### config.mk
export PLATFORM = sky130hd
export DESIGN_NAME = e3_rx_alarm_irq
export DESIGN_NICKNAME = d
export VERILOG_FILES = /design/src/rtl/e3_rx_alarm_irq.sv
export SDC_FILE = /design/constraint.sdc
export NUM_CORES = 1
export LEC_CHECK = 0
export ABC_AREA = 1
export CAP_MARGIN = 20
export CORE_MARGIN = 2
export CORE_UTILIZATION = 65
export CTS_CLUSTER_SIZE = 25
export DETAILED_ROUTE_END_ITERATION = 6
export DONT_BUFFER_PORTS = 1
export PLACE_DENSITY = 0.78
export SETUP_SLACK_MARGIN = 0.02
export SLEW_MARGIN = 10
export SYNTH_ARGS = -nofsm -noshare
export SYNTH_HDL_FRONTEND = slang
export SYNTH_SLANG_ARGS = --single-unit
### constraint.sdc
create_clock -name clk -period 3.65 [get_ports clk]
set_input_delay 0.365 -clock clk [delete_from_list [all_inputs] [get_ports clk]]
set_output_delay 0.365 -clock clk [all_outputs]
set_load 0.03 [all_outputs]
### src/rtl/e3_rx_alarm_irq.sv
module e3_rx_alarm_irq #(
  parameter int LOS_DECL = 32,
  parameter int LOS_CLR  = 32,
  parameter int LOS_RUN  = 4,
  parameter int N_SHORT  = 3,
  parameter int N_LONG   = 5
) (
  input  logic       clk,
  input  logic       rst_n,
  input  logic       bit_vld,
  input  logic       bit_in,
  input  logic       frm_stb,
  input  logic       frm_ferf,
  input  logic       frm_bip_err,
  input  logic       frm_fas_err,
  input  logic       ais_in,
  input  logic       cfg_five,
  input  logic [4:0] irq_en,
  input  logic       rd_stb,
  input  logic [1:0] rd_addr,
  output logic [7:0] rd_data,
  output logic       irq
);
  localparam int CW = $clog2((LOS_DECL > LOS_CLR ? LOS_DECL : LOS_CLR) + 1);
  localparam int RW = $clog2(LOS_RUN + 1);
  localparam int FW = $clog2(N_LONG + 1);

  logic          los, los_n, ais_q, ferf, ferf_n, cfg_q;
  logic [CW-1:0] cnt, cnt_n;
  logic [RW-1:0] run, run_n;
  logic [FW-1:0] fcnt, fcnt_n, nsel;
  logic [4:0]    ev, ev_set, ev_clr;

  always_comb begin
    los_n = los;
    cnt_n = cnt;
    run_n = run;
    if (bit_vld) begin
      run_n = bit_in ? '0 : (run == RW'(LOS_RUN) ? run : run + 1'b1);
      if (!los) begin
        cnt_n = bit_in ? '0 : cnt + 1'b1;
        if (!bit_in && cnt == CW'(LOS_DECL - 1)) begin
          los_n = 1'b1;
          cnt_n = '0;
        end
      end else if (run_n == RW'(LOS_RUN)) begin
        cnt_n = '0;
      end else if (cnt == CW'(LOS_CLR - 1)) begin
        los_n = 1'b0;
        cnt_n = '0;
      end else begin
        cnt_n = cnt + 1'b1;
      end
    end
  end

  assign nsel = cfg_five ? FW'(N_LONG) : FW'(N_SHORT);

  always_comb begin
    ferf_n = ferf;
    fcnt_n = fcnt;
    if (cfg_five != cfg_q) begin
      fcnt_n = '0;
    end else if (frm_stb) begin
      if (frm_ferf == ferf) begin
        fcnt_n = '0;
      end else if (fcnt == nsel - 1'b1) begin
        ferf_n = ~ferf;
        fcnt_n = '0;
      end else begin
        fcnt_n = fcnt + 1'b1;
      end
    end
  end

  assign ev_set = {los_n ^ los, ais_in ^ ais_q, ferf_n ^ ferf,
                   frm_stb & frm_bip_err, frm_stb & frm_fas_err};
  assign ev_clr = {{2{rd_stb && rd_addr == 2'd1}}, {3{rd_stb && rd_addr == 2'd2}}};

  always_ff @(posedge clk) begin
    if (!rst_n) begin
      los   <= 1'b0;
      cnt   <= '0;
      run   <= '0;
      ferf  <= 1'b0;
      fcnt  <= '0;
      cfg_q <= 1'b0;
      ais_q <= 1'b0;
      ev    <= '0;
    end else begin
      los   <= los_n;
      cnt   <= cnt_n;
      run   <= run_n;
      ferf  <= ferf_n;
      fcnt  <= fcnt_n;
      cfg_q <= cfg_five;
      ais_q <= ais_in;
      ev    <= (ev & ~ev_clr) | ev_set;
    end
  end

  always_comb begin
    case (rd_addr)
      2'd0:    rd_data = {3'b000, los, ais_q, ferf, 2'b00};
      2'd1:    rd_data = {6'b0, ev[4], ev[3]};
      2'd2:    rd_data = {4'b0, ev[2], ev[1], ev[0], 1'b0};
      default: rd_data = 8'h00;
    endcase
  end

  assign irq = |(ev & irq_en);

  p_los_rise_r1: assert property (@(posedge clk) disable iff (!rst_n)
    $rose(los) |-> $past(bit_vld && !bit_in));
  p_los_fall_r2: assert property (@(posedge clk) disable iff (!rst_n)
    $fell(los) |-> $past(bit_vld));
  p_ferf_frame_r3: assert property (@(posedge clk) disable iff (!rst_n)
    !frm_stb |=> $stable(ferf));
  p_cfg_keep_r4: assert property (@(posedge clk) disable iff (!rst_n)
    (cfg_five != cfg_q) |=> $stable(ferf));
  p_los_evt_r5: assert property (@(posedge clk) disable iff (!rst_n)
    !$stable(los) |-> ev[4]);
  p_ais_evt_r5: assert property (@(posedge clk) disable iff (!rst_n)
    !$stable(ais_q) |-> ev[3]);
  p_ferf_evt_r5: assert property (@(posedge clk) disable iff (!rst_n)
    !$stable(ferf) |-> ev[2]);
  p_bip_r6: assert property (@(posedge clk) disable iff (!rst_n)
    frm_stb && frm_bip_err |=> ev[1]);
  p_fas_r7: assert property (@(posedge clk) disable iff (!rst_n)
    frm_stb && frm_fas_err |=> ev[0]);
  p_rd_clear_r8: assert property (@(posedge clk) disable iff (!rst_n)
    rd_stb && rd_addr == 2'd2 && !frm_stb && cfg_five == cfg_q |=> ev[2:0] == 3'b000);
endmodule

# After elaboration in Yosys (flattened, before gate mapping)
# Index checks and enable logic that the tools add are counted.
[totals]
reg_bits = 21
[classes]
n_addsub = 4
eq_ne = 8
muxes = 20
bitwise_logic = 11
n_reduce_logical = 7
[ops]
columns = ["op", "n"]
rows = [
  ["two-way mux 6 bit", 5],
  ["two-way mux 3 bit", 5],
  ["case mux 5 bit (3 select lines)", 1],
  ["AND 5 bit", 2],
  ["two-way mux 1 bit", 9],
  ["adder 3 x 1 -> 3 bit (second input constant)", 2],
  ["adder 6 x 1 -> 6 bit (second input constant)", 1],
  ["equality test 3 bit (second input constant)", 2],
  ["equality test 6 x 5 -> 1 bit (second input constant)", 1],
  ["inverter 5 bit", 1],
  ["OR 5 bit", 1],
  ["OR reduction 5 bit", 1],
  ["equality test 3 bit", 1],
  ["logical AND 1 bit", 3],
  ["subtractor 3 x 1 -> 3 bit (second input constant)", 1],
  ["bitwise XOR 1 bit", 3],
  ["AND 1 bit", 2],
  ["equality test 2 x 1 -> 1 bit (second input constant)", 1],
  ["equality test 2 bit (second input constant)", 1],
  ["zero test 2 bit", 1],
  ["inverter 1 bit", 2],
  ["OR reduction 2 bit", 1],
  ["equality test 1 bit", 1],
  ["zero test 1 bit", 1],
  ["!= test 1 bit", 1],
]

# Depth between registers and ports, before layout
# Gate-level depths: netlist (run 1).
[depth]
ltp_word = 9
mapped_depth = 10

# Worst setup path before layout (run 1)
# OpenSTA, ideal clock, no wires.
[synth_timing]
path_type = "input port to output port"
startpoint = "input rd_addr[1]"
endpoint = "output rd_data[4]"
arrival_ps = 1061
required_ps = 3285
path_slack_ps = 2224
path_stages = 1
path_buffers = 0
cell_sequence = "nor3_1"
[synth_via]
elab_chain_cells = 2
elab_cells_between_ends = 4
cone_classes = "eq/ne (2); mux (1); reduce/logical (1)"
[synth_rtl]
columns = ["item", "line", "source"]
rows = [
  ["start, declared", "20", "input logic [1:0] rd_addr,"],
  ["equality test 2 bit, or another cell as far along", "103", "case (rd_addr)"],
  ["case mux 5 bit (3 select lines) *", "103", ""],
  ["end, declared", "21", "output logic [7:0] rd_data,"],
]
# Every way passes the cells marked *; elsewhere a longest branch is shown, timed or not.

# Worst setup path in the final report (run 1)
[layout_timing]
startpoint = "register los"
endpoint = "output rd_data[4]"
[layout_via]
elab_chain_cells = 1
[layout_rtl]
columns = ["item", "line", "source"]
rows = [
  ["start, declared", "28", "logic los, los_n, ais_q, ferf, ferf_n, cfg_q;"],
  ["start signal, assigned", "91", "los <= los_n;"],
  ["case mux 5 bit (3 select lines)", "103", ""],
]
# No other way between the ends.

==> results of run 1 <==
-- area by class of cell --
| class | instances | area [sq um] | share of cell area |
|---|---|---|---|
| inverter | 19 | 71.32 | 0.06196 |
| tap | 17 | 21.27 | 0.01848 |
| clock inverter | 1 | 5.005 | 0.004348 |
| sequential | 21 | 420.4 | 0.3652 |
| clock buffer | 3 | 22.52 | 0.01957 |
| multi-input combinational | 121 | 610.6 | 0.5304 |
-- per-layer routing --
| metal | global-route usage | up-vias |
|---|---|---|
| li1 | - | 534 |
| met1 | 0.2446 | 486 |
| met2 | 0.3944 | 33 |
| met3 | 0.03968 | 6 |
| met4 | 0.08000 | 0 |
| met5 | 0 | - |
-- power by group through the flow --
stage | clock (uW) | combinational [uW] | sequential (uW)
2_1_floorplan | 0 | 48.3 | 247
3_3_place_gp | 0 | 46.0 | 248
3_5_place_dp | 0 | 47.4 | 249
4_1_cts | 114 | 47.6 | 243
5_1_grt | 123 | 53.4 | 245
6_report | 111 | 47.6 | 243
-- kinds of logic (layout without fill, tap and decap cells) --
logic type	Yosys count	after routing
other	1	3
adder cells (fa/ha/maj)	4	4
buffers and inverters	26	23
AND/OR/NAND/NOR	80	80
XOR/XNOR	5	5
flip-flops	21	21
AO/OA/AOI/OAI	29	29
-- registers in the layout, indices dropped and copies added, names as in the netlist --
name / cells
cnt: 6
ev: 5
fcnt: 3
run: 3
ais_q: 1
cfg_q: 1
ferf: 1
los: 1
-- cells in the final DEF, fill, tap and decap left out, types with 3 or more instances in the layout --
cell      synthesis  routed
nand2_1          35      35
o21ai_0          10      10
xor2_1            3       3
inv_1            17      17
nor2_1           16      16
clkbuf_4          0       3
ha_1              4       4
a21oi_1          15      15
nand3_1          20      20
dfxtp_1          21      21
conb_1            1       3
-- through the flow --
step	total power, uW	instances	utilization	hold WS (ps)
after floorplan	295.3	168	-	453.4
after global placement	294.2	178	0.6652	461.5
after detailed placement	295.9	178	0.6652	463.4
after CTS	404.9	182	0.6815	132.3
after global routing	420.9	182	0.6815	128.2
final	402.5	182	0.6815	133.1
-- worst max path at each step --
stage | from | slack [ps] | end | cells after the start
finish | los$_SDFF_PN0_ | 1840 | rd_data[4] | 2
global route | los$_SDFF_PN0_ | 1760 | rd_data[4] | 2
CTS | los$_SDFF_PN0_ | 1830 | rd_data[4] | 2
detailed placement | run[0]$_SDFFE_PN0P_ | 2160 | cnt[2]$_SDFFE_PN0P_ | 10
global placement | los$_SDFF_PN0_ | 2200 | rd_data[4] | 2
floorplan | rd_addr[1] | 2220 | rd_data[4] | 1
==> reports/metrics.cfg, run 1 <==
[synthesis]
synth-compound-area-share = 0.1361
synthTopCellsByArea = dfxtp_1 (37%), nand2_1 (12%), nand3_1 (8.8%), a21oi_1 (6.6%), inv_1 (5.6%)
yosys.area.top_type_share = 0.3688
synthAdderAreaFrac = 0.04391
async_reset_ff_frac = 0
syn-cell-area_sq_um = 1140
synth_xor_xnor_area_share = 0.03842
ys_ff_latch = 21
synth_top_family_by_area = simple AND/OR/NAND/NOR gates
synthMuxAreaShare = 0
yosys_warnings = 0
synth-seq-area-share = 0.3688
avgSynthCellArea_sq_um = 6.867
synthCells = 166
synth_common_cells = nand2_1 (35), dfxtp_1 (21), nand3_1 (20)
synth-simple-area-share = 0.3074
synth_ff_type = dfxtp_1
synth.distinct_cells = 25
synth_edf_count = 0
yosys.area.top_type = dfxtp_1
yosys.cell_count.top_type = nand2_1

[clock_tree]
cts_max_level = 1
ctsHoldBuffers = 0
clk_latency_ps = 310
cts_buffers = 3
clockBufferDepth = 2
clk_pin_slew_ps = 120
root_buffer = clkbuf_4
cts_resized = 0
clkSinkCount = 21
post_cts_buffers = 0
cts_tree = yes

[setup_path]
r2r_cells = 10
worstPathCellList = inv_1 > nor3_1
path_class = register to output port
cp-end-kind = output port
cp.arrival_ps = 1450
reg2reg_to = cnt[2]$_SDFFE_PN0P_
r2r_start = run[0]$_SDFFE_PN0P_
cp_slowest_cell = nor3_1
worst-path-buf-inv = 1
required_ps = 3280
cp_slowest_stage_delay_ps = 680
cp_max_fo = 4
crit_path_start_kind = register
r2r_setup_slack_ps = 2160
critPathTopFamily = simple AND/OR/NAND/NOR gates

[power_and_ir_drop]
p_sw_frac = 0.2720
power_per_cell_area_nw_per_um2 = 349.7
combPwrFrac = 0.118
switchingPower_uw = 109.5
p_int_uw = 293.0
vdd_drop_max_mv = 0.2799
pwr-share-seq = 0.605
power_leakage_uw = 0.0005015
pwr-share-clk = 0.277

[final_layout]
fill_cells = 146
layout.nets = 188
drive_gt1_frac = 0.05455
antennaDiodeCount = 0
finalInstanceArea_sq_um = 1151
syn2layout_area_growth_pct = 0.9876

[grt]
grt_pass1_wl_mm = 3.346
grt_use_total = 0.2162
antenna_found_initial = 0
grt_remaining_overflow = 0
grt_max_degree = 13
first_global_vias = 889

[floorplanning]
die-height_um = 45.88
start_util = 0.6748
die-area_sq_um = 2105
rows = 15
fp.coreArea_sq_um = 1689
die_x_um = 45.88
io-pin-count = 27

[job]
drv_cap = 0

[sta]
clock.fmax_ghz = 0.5523
min_period_ps = 1811
rsz0062_at_grt = false
hold_viol_final = 0
setup_viol = 0
slew_violations = 0
slew-limit-headroom = 0.4115
tns_ps = 0
period_share = 0.4961
setup_ws_ps = 1839
finClkSkew_ps = 11.16
tightest_slew_ps = 876.0

[routing]
routed_wirelength_mm = 2.121
wl_per_cell_um = 11.65
dr.pass1.iters = 4
wl_met3_um = 115
top_layer_used = met4
vias_per_cell = 5.819
route.vias.total = 1059
routed-wl-met2_mm = 1.019
detail-route-antenna-nets = 0
drt-met1-wl_um = 953
first_iter_violations = 17
post-route-drc-count = 0

[placement]
pre_cts_ws_ps = 2160
dp_hpwl_mm = 1.638
placed_area_sq_um = 1124
place_congestion = 0.8091
io_buffers = 0

[min_path]
hold_path_class = input pin to register
whs_endpoint = fcnt[1]$_SDFFE_PP0P_
min_path_cells = 1
hold_path_startpoint = frm_stb

[status]
status = completed

(Power assumes the default switching activity.)
==> inputs of run 2 (changes only) <==
--- a/config.mk
+++ b/config.mk
@@ -5,14 +5,14 @@
 export SDC_FILE = /design/constraint.sdc
 export NUM_CORES = 1
 export LEC_CHECK = 0
-export ABC_AREA = 1
+export ABC_AREA = 0
 export CAP_MARGIN = 20
 export CORE_MARGIN = 2
-export CORE_UTILIZATION = 65
+export CORE_UTILIZATION = 61
 export CTS_CLUSTER_SIZE = 25
 export DETAILED_ROUTE_END_ITERATION = 6
 export DONT_BUFFER_PORTS = 1
-export PLACE_DENSITY = 0.78
+export PLACE_DENSITY = 0.74
 export SETUP_SLACK_MARGIN = 0.02
 export SLEW_MARGIN = 10
 export SYNTH_ARGS = -nofsm -noshare
==> constraint.sdc (replaced) <==
create_clock -name clk -period 1.68 [get_ports clk]
set_input_delay 0.168 -clock clk [delete_from_list [all_inputs] [get_ports clk]]
set_output_delay 0.168 -clock clk [all_outputs]
set_load 0.03 [all_outputs]
==> reports/metrics.cfg, run 2 <==
[floorplanning]
io-pin-count = 27
rows = 16
fp.coreArea_sq_um = 1942
die_x_um = 49.29
die-height_um = 49.29
start_util = 0.6443
die-area_sq_um = 2430

[routing]
routed_wirelength_mm = 2.808
detail-route-antenna-nets = 0
wl_per_cell_um = 15.02
first_iter_violations = 24
dr.pass1.iters = 4
route.vias.total = 1167
post-route-drc-count = 0
vias_per_cell = 6.241

[final_layout]
largest_reg_flops = 6
drive_gt1_frac = 0.1500
regArea_sq_um = 422.9
syn2layout_area_growth_pct = 15.10
layout_commonest_cell = dfxtp_1
top_regs = cnt: 6 flops, ev: 5 flops
fill_cells = 152
layout.nets = 183
top_register = cnt
antennaDiodeCount = 0
layout_common_cells = dfxtp_1 (19), nand2_1 (11), nor2_1 (10)
multiInputGateArea_sq_um = 817.0
finalInstanceArea_sq_um = 1440

[synthesis]
synth_edf_count = 0
yosys.area.top_type = dfxtp_1
yosys.cell_count.top_type = dfxtp_1
ys_ff_latch = 21
synth_ff_type = dfxtp_1
syn-cell-area_sq_um = 1251
yosys.area.top_type_share = 0.3360
synth-seq-area-share = 0.3360
synth_common_cells = dfxtp_1 (21), nand2_1 (11), nor2_1 (10)
yosys_warnings = 0
avgSynthCellArea_sq_um = 8.397
async_reset_ff_frac = 0
synthTopCellsByArea = dfxtp_1 (34%), ha_1 (4.0%), nand3b_1 (3.6%), nand2_1 (3.3%), a22oi_1 (3.0%)
synthCells = 149
synth.distinct_cells = 43

[setup_path]
r2r_setup_slack_ps = -3
cp-end-kind = register
critPathTopFamily = compound AO/OA/AOI/OAI gates
worst-path-buf-inv = 1
crit_path_start_kind = register
worstSetupPathDepth = 6
r2r_cells = 6
cp.arrival_ps = 1930
worstPathCellList = ha_2 > and3b_1 > o31a_1 > buf_4 > a211o_1 > a21oi_2
crit_end = cnt[4]$_SDFFE_PN0P_
r2r_start = run[0]$_SDFFE_PN0P_
reg2reg_to = cnt[4]$_SDFFE_PN0P_
cp_slowest_stage_delay_ps = 360
crit_path_start = run[0]$_SDFFE_PN0P_
required_ps = 1930
cp_slowest_cell = dfxtp_2
path_class = register to register
cp_max_fo = 5

[placement]
place_congestion = 0.7730
dp_hpwl_mm = 1.881
pre_cts_ws_ps = -51.85
placed_area_sq_um = 1289
io_buffers = 0

[power_and_ir_drop]
switchingPower_uw = 236.4
p_int_uw = 654.8
power_leakage_uw = 0.0005275
pwr-share-clk = 0.279
combPwrFrac = 0.133
p_sw_frac = 0.2653
vdd_drop_max_mv = 0.5296
power_per_cell_area_nw_per_um2 = 618.8
pwr-share-seq = 0.587

[sta]
min_period_ps = 1683
tns_ps = -3.043
clock.fmax_ghz = 0.5942
period_share = 1.002
slew_violations = 0
hold_viol_final = 0
setup_viol = 1
rsz0062_at_grt = true
slew-limit-headroom = 0.6274
tightest_slew_ps = 556.9
finClkSkew_ps = 0.6670
setup_ws_ps = -3.043

[grt]
grt_max_degree = 23
grt_remaining_overflow = 0
grt_use_total = 0.2424
antenna_found_initial = 0
grt_pass1_wl_mm = 4.636
first_global_vias = 1114

[status]
status = finished with violations
violations = setup timing

[clock_tree]
cts_tree = yes
cts_buffers = 3
clockBufferDepth = 2
clk_pin_slew_ps = 120
root_buffer = clkbuf_4
clkSinkCount = 21
cts_max_level = 1
clk_latency_ps = 310

[min_path]
hold_path_class = input pin to register

[job]
drv_cap = 0

-- run 2: changes by cell type in the layout (fill, tap and decap cells not counted), moves of 4 or more --
cell / delta
nor2_1: -6
a21oi_1: -10
nand3_1: -15
inv_1: -14
o21ai_0: -4
dlygate4sd3_1: +6
nand3b_1: +5
and2_1: +4
nand2_1: -24
o31a_1: +4
a22oi_1: +5
nor2b_1: +6
buf_4: +8
-- run 2: logic make-up after synthesis --
group | Yosys count | share of synthesized area
other | 1 | 0.002997
flip-flops | 21 | 0.3360
XOR/XNOR | 4 | 0.02801
adder cells (fa/ha/maj) | 4 | 0.04000
AO/OA/AOI/OAI | 38 | 0.2180
multiplexers | 3 | 0.02400
buffers and inverters | 14 | 0.05100
AND/OR/NAND/NOR | 64 | 0.3000
-- run 2: worst reg2reg max path, cell delays in order (launching register included) --
cell and delay (ps):
dfxtp_2 360, ha_2 200, and3b_1 190, o31a_1 360, buf_4 160, a211o_1 240
a21oi_2 110
-- run 2: worst min path at each step --
stage | from | end | slack, ps | depth (start not counted)
2_1_floorplan | ais_in | ais_q$_SDFF_PN0_ | 290 | 1
3_3_place_gp | bit_vld | run[2]$_SDFFE_PN0P_ | 270 | 1
3_5_place_dp | bit_vld | run[2]$_SDFFE_PN0P_ | 280 | 1
4_1_cts | rst_n | cnt[0]$_SDFFE_PN0P_ | 0.9 | 2
5_1_grt | bit_vld | cnt[1]$_SDFFE_PN0P_ | 7 | 2
6_report | rst_n | cnt[0]$_SDFFE_PN0P_ | 8 | 2
-- run 2: stage by stage --
step             util  hold WS (ps)  power [uW]  std cells
2_1_floorplan       -         289.7       630.2        151
3_3_place_gp   0.6637         267.7       625.0        174
3_5_place_dp   0.6637         277.9       628.7        174
4_1_cts        0.7332        0.9246       900.0        187
5_1_grt        0.7416         7.087       933.4        187
6_report       0.7416         7.642       891.2        187
-- run 2: repair_timing --
action,in CTS,in global routing
setup endpoints to repair,6,8
gates resized for setup,7,4
hold buffers,6,0
hold endpoints to repair,8,0
setup buffers,3,0
pin swaps,8,3
-- run 2: cell type report --
type	count	share of cell area
timing repair buffer	14	0.08341
clock buffer	3	0.01564
clock inverter	1	0.003475
sequential	21	0.2937
inverter	5	0.01303
tap	27	0.02346
multi-input combinational	116	0.5673
-- run 2: power groups by stage --
| stage | clock network (uW) | logic, uW | registers (uW) |
|---|---|---|---|
| global route | 278 | 130 | 525 |
| global placement | 0 | 92.0 | 533 |
| CTS | 261 | 116 | 523 |
| finish | 249 | 119 | 523 |
| detailed placement | 0 | 94.6 | 534 |
| floorplan | 0 | 99.1 | 531 |
-- run 2: routing by layer --
metal,GRT usage,vias up,wire (um)
met5,0,-,0
met4,0.1048,0,49
met3,0.03681,6,64
met2,0.4392,17,1452
met1,0.2783,576,1241
li1,-,568,-
==> inputs of run 3 (changes only) <==
--- a/config.mk
+++ b/config.mk
@@ -6,13 +6,14 @@
 export NUM_CORES = 1
 export LEC_CHECK = 0
 export ABC_AREA = 0
-export CAP_MARGIN = 20
+export CAP_MARGIN = 25
 export CORE_MARGIN = 2
-export CORE_UTILIZATION = 61
+export CORE_UTILIZATION = 65
+export CTS_BUF_LIST = sky130_fd_sc_hd__clkbuf_8
 export CTS_CLUSTER_SIZE = 25
 export DETAILED_ROUTE_END_ITERATION = 6
 export DONT_BUFFER_PORTS = 1
-export PLACE_DENSITY = 0.74
+export PLACE_DENSITY = 0.78
 export SETUP_SLACK_MARGIN = 0.02
 export SLEW_MARGIN = 10
 export SYNTH_ARGS = -nofsm -noshare
==> constraint.sdc (replaced) <==
create_clock -name clk -period 1.68 [get_ports clk]
set_input_delay 0.42 -clock clk [delete_from_list [all_inputs] [get_ports clk]]
set_output_delay 0.42 -clock clk [all_outputs]
set_load 0.03 [all_outputs]
==> reports/metrics.cfg, run 3 (synthesized netlist as in run 2, its figures left out) <==
[status]
status = finished with violations
violations = setup timing

[clock_tree]
clk_pin_slew_ps = 80
cts_max_level = 1
clkSinkCount = 21
cts_tree = yes
clk_latency_ps = 260
clockBufferDepth = 2
root_buffer = clkbuf_8
cts_buffers = 3

[sta]
hold_ws_ps = 238.2
hold_viol_final = 0
min_period_ps = 1727
period_share = 1.028
clock.fmax_ghz = 0.5791
setup_ws_ps = -46.87
rsz0062_at_grt = true
finClkSkew_ps = 1.675
slew_violations = 0
setup_viol = 2

[final_layout]
layout_commonest_cell = dfxtp_1
top_register = cnt
largest_reg_flops = 6
top_regs = cnt: 6 flops, ev: 5 flops
regArea_sq_um = 425.4
drive_gt1_frac = 0.1887
fill_cells = 127
fin_util = 0.8305
multiInputGateArea_sq_um = 843.3
layout.nets = 182
antennaDiodeCount = 0
layout_common_cells = dfxtp_1 (19), buf_4 (13), nand2_1 (11)
syn2layout_area_growth_pct = 17.10

[grt]
grt_remaining_overflow = 0
grt_use_total = 0.2554
antenna_found_initial = 0
grt_pass1_wl_mm = 4.133
use_met1 = 0.3098
grt_util_met2 = 0.4453
grt_max_degree = 24
use_met3 = 0.04528
gr-max-usage-layer = met2
first_global_vias = 1008

[floorplanning]
die-height_um = 47.88
die-area_sq_um = 2292
fp.coreArea_sq_um = 1764
start_util = 0.7092
die_x_um = 47.88
io-pin-count = 27
rows = 15

[placement]
place_congestion = 0.8173
dp_hpwl_mm = 1.863
io_buffers = 0
pre_cts_ws_ps = -53.27

[power_and_ir_drop]
power_leakage_uw = 0.0005390
vdd_drop_max_mv = 0.5202
power_uw = 970.6
power_per_cell_area_nw_per_um2 = 662.4

[routing]
route.vias.total = 1160
first_iter_violations = 29
detail-route-antenna-nets = 0
dr.pass1.iters = 4
wl_per_cell_um = 16.07
vias_per_cell = 6.304
post-route-drc-count = 0
routed_wirelength_mm = 2.957

[setup_path]
reg2reg_to = cnt[5]$_SDFFE_PN0P_
cp-end-kind = register
cp_slowest_stage_delay_ps = 400
required_ps = 1890
r2r_cells = 6
cp.arrival_ps = 1940
cp_max_fo = 5
crit_path_start_kind = register
path_class = register to register
cp_slowest_cell = dfxtp_4
worst-path-buf-inv = 1
critPathTopFamily = simple AND/OR/NAND/NOR gates
worstPathCellList = inv_4 > ha_4 > and3b_1 > o31a_1 > nor4b_2 > o21a_1
r2r_setup_slack_ps = -50
r2r_start = run[0]$_SDFFE_PN0P_

[min_path]
whs_endpoint = cnt[2]$_SDFFE_PN0P_
hold_path_class = input pin to register
hold_path_startpoint = bit_vld
min_path_cells = 1

[job]
drv_cap = 0

==> run 3: cell types whose count changed in the layout (fill, tap and decap cells not counted), moves of 3 or more <==
cell,previous run,this run
dlygate4sd3_1,6,0
clkbuf_4,3,0
buf_4,8,13
clkbuf_8,0,3
==> run 3: report_power, final <==
| group | total, uW | internal (uW) | leakage [uW] | switching [uW] |
|---|---|---|---|---|
| combinational | 112 | 50.2 | 0.000341 | 62.2 |
| sequential | 524 | 510 | 0.000172 | 13.7 |
| clock | 334 | 165 | 0.0000255 | 169 |
| total | 971 | 726 | 0.000539 | 245 |
==> run 3: worst max path at each step <==
stage                     cells past startpoint                 from             endpoint
after floorplan                               5  run[0]$_SDFFE_PN0P_  cnt[3]$_SDFFE_PN0P_
after global placement                        6  run[0]$_SDFFE_PN0P_  cnt[3]$_SDFFE_PN0P_
after detailed placement                      7  run[0]$_SDFFE_PN0P_     ev[4]$_SDFF_PN0_
after CTS                                     6  run[0]$_SDFFE_PN0P_  cnt[3]$_SDFFE_PN0P_
after global routing                          6  run[0]$_SDFFE_PN0P_  cnt[5]$_SDFFE_PN0P_
final                                         6  run[0]$_SDFFE_PN0P_  cnt[5]$_SDFFE_PN0P_
==> run 3: per-layer routing <==
layer / vias up / part of all wire
met1: 537 / 0.42
met2: 51 / 0.52
met4: 0 / 0.012
met3: 4 / 0.050
met5: - / 0
li1: 568 / -
==> run 3: cell type report <==
| type | count | share of cell area |
|---|---|---|
| repair buffers | 13 | 0.06661 |
| multi-input cells | 116 | 0.5756 |
| flip-flops and latches | 21 | 0.2903 |
| well taps | 25 | 0.02135 |
| inverters | 5 | 0.01452 |
| clock buffers | 3 | 0.02818 |
| clock inverters | 1 | 0.003416 |
==> run 3: stage by stage <==
step | std cells | TNS (ps) | cell area (sq um)
global route | 184 | -133.4 | 1465
detailed placement | 174 | -105.4 | 1301
floorplan | 151 | 0 | 1262
CTS | 182 | -3.622 | 1403
finish | 184 | -50.83 | 1465
global placement | 174 | 0 | 1301
==> run 3: timing repair <==
action                     4_1_cts  5_1_grt
setup endpoints to repair        6        7
hold buffers                     0        0
buffers inserted                 4        2
pin swaps                        5        6
gates resized for setup          7        9
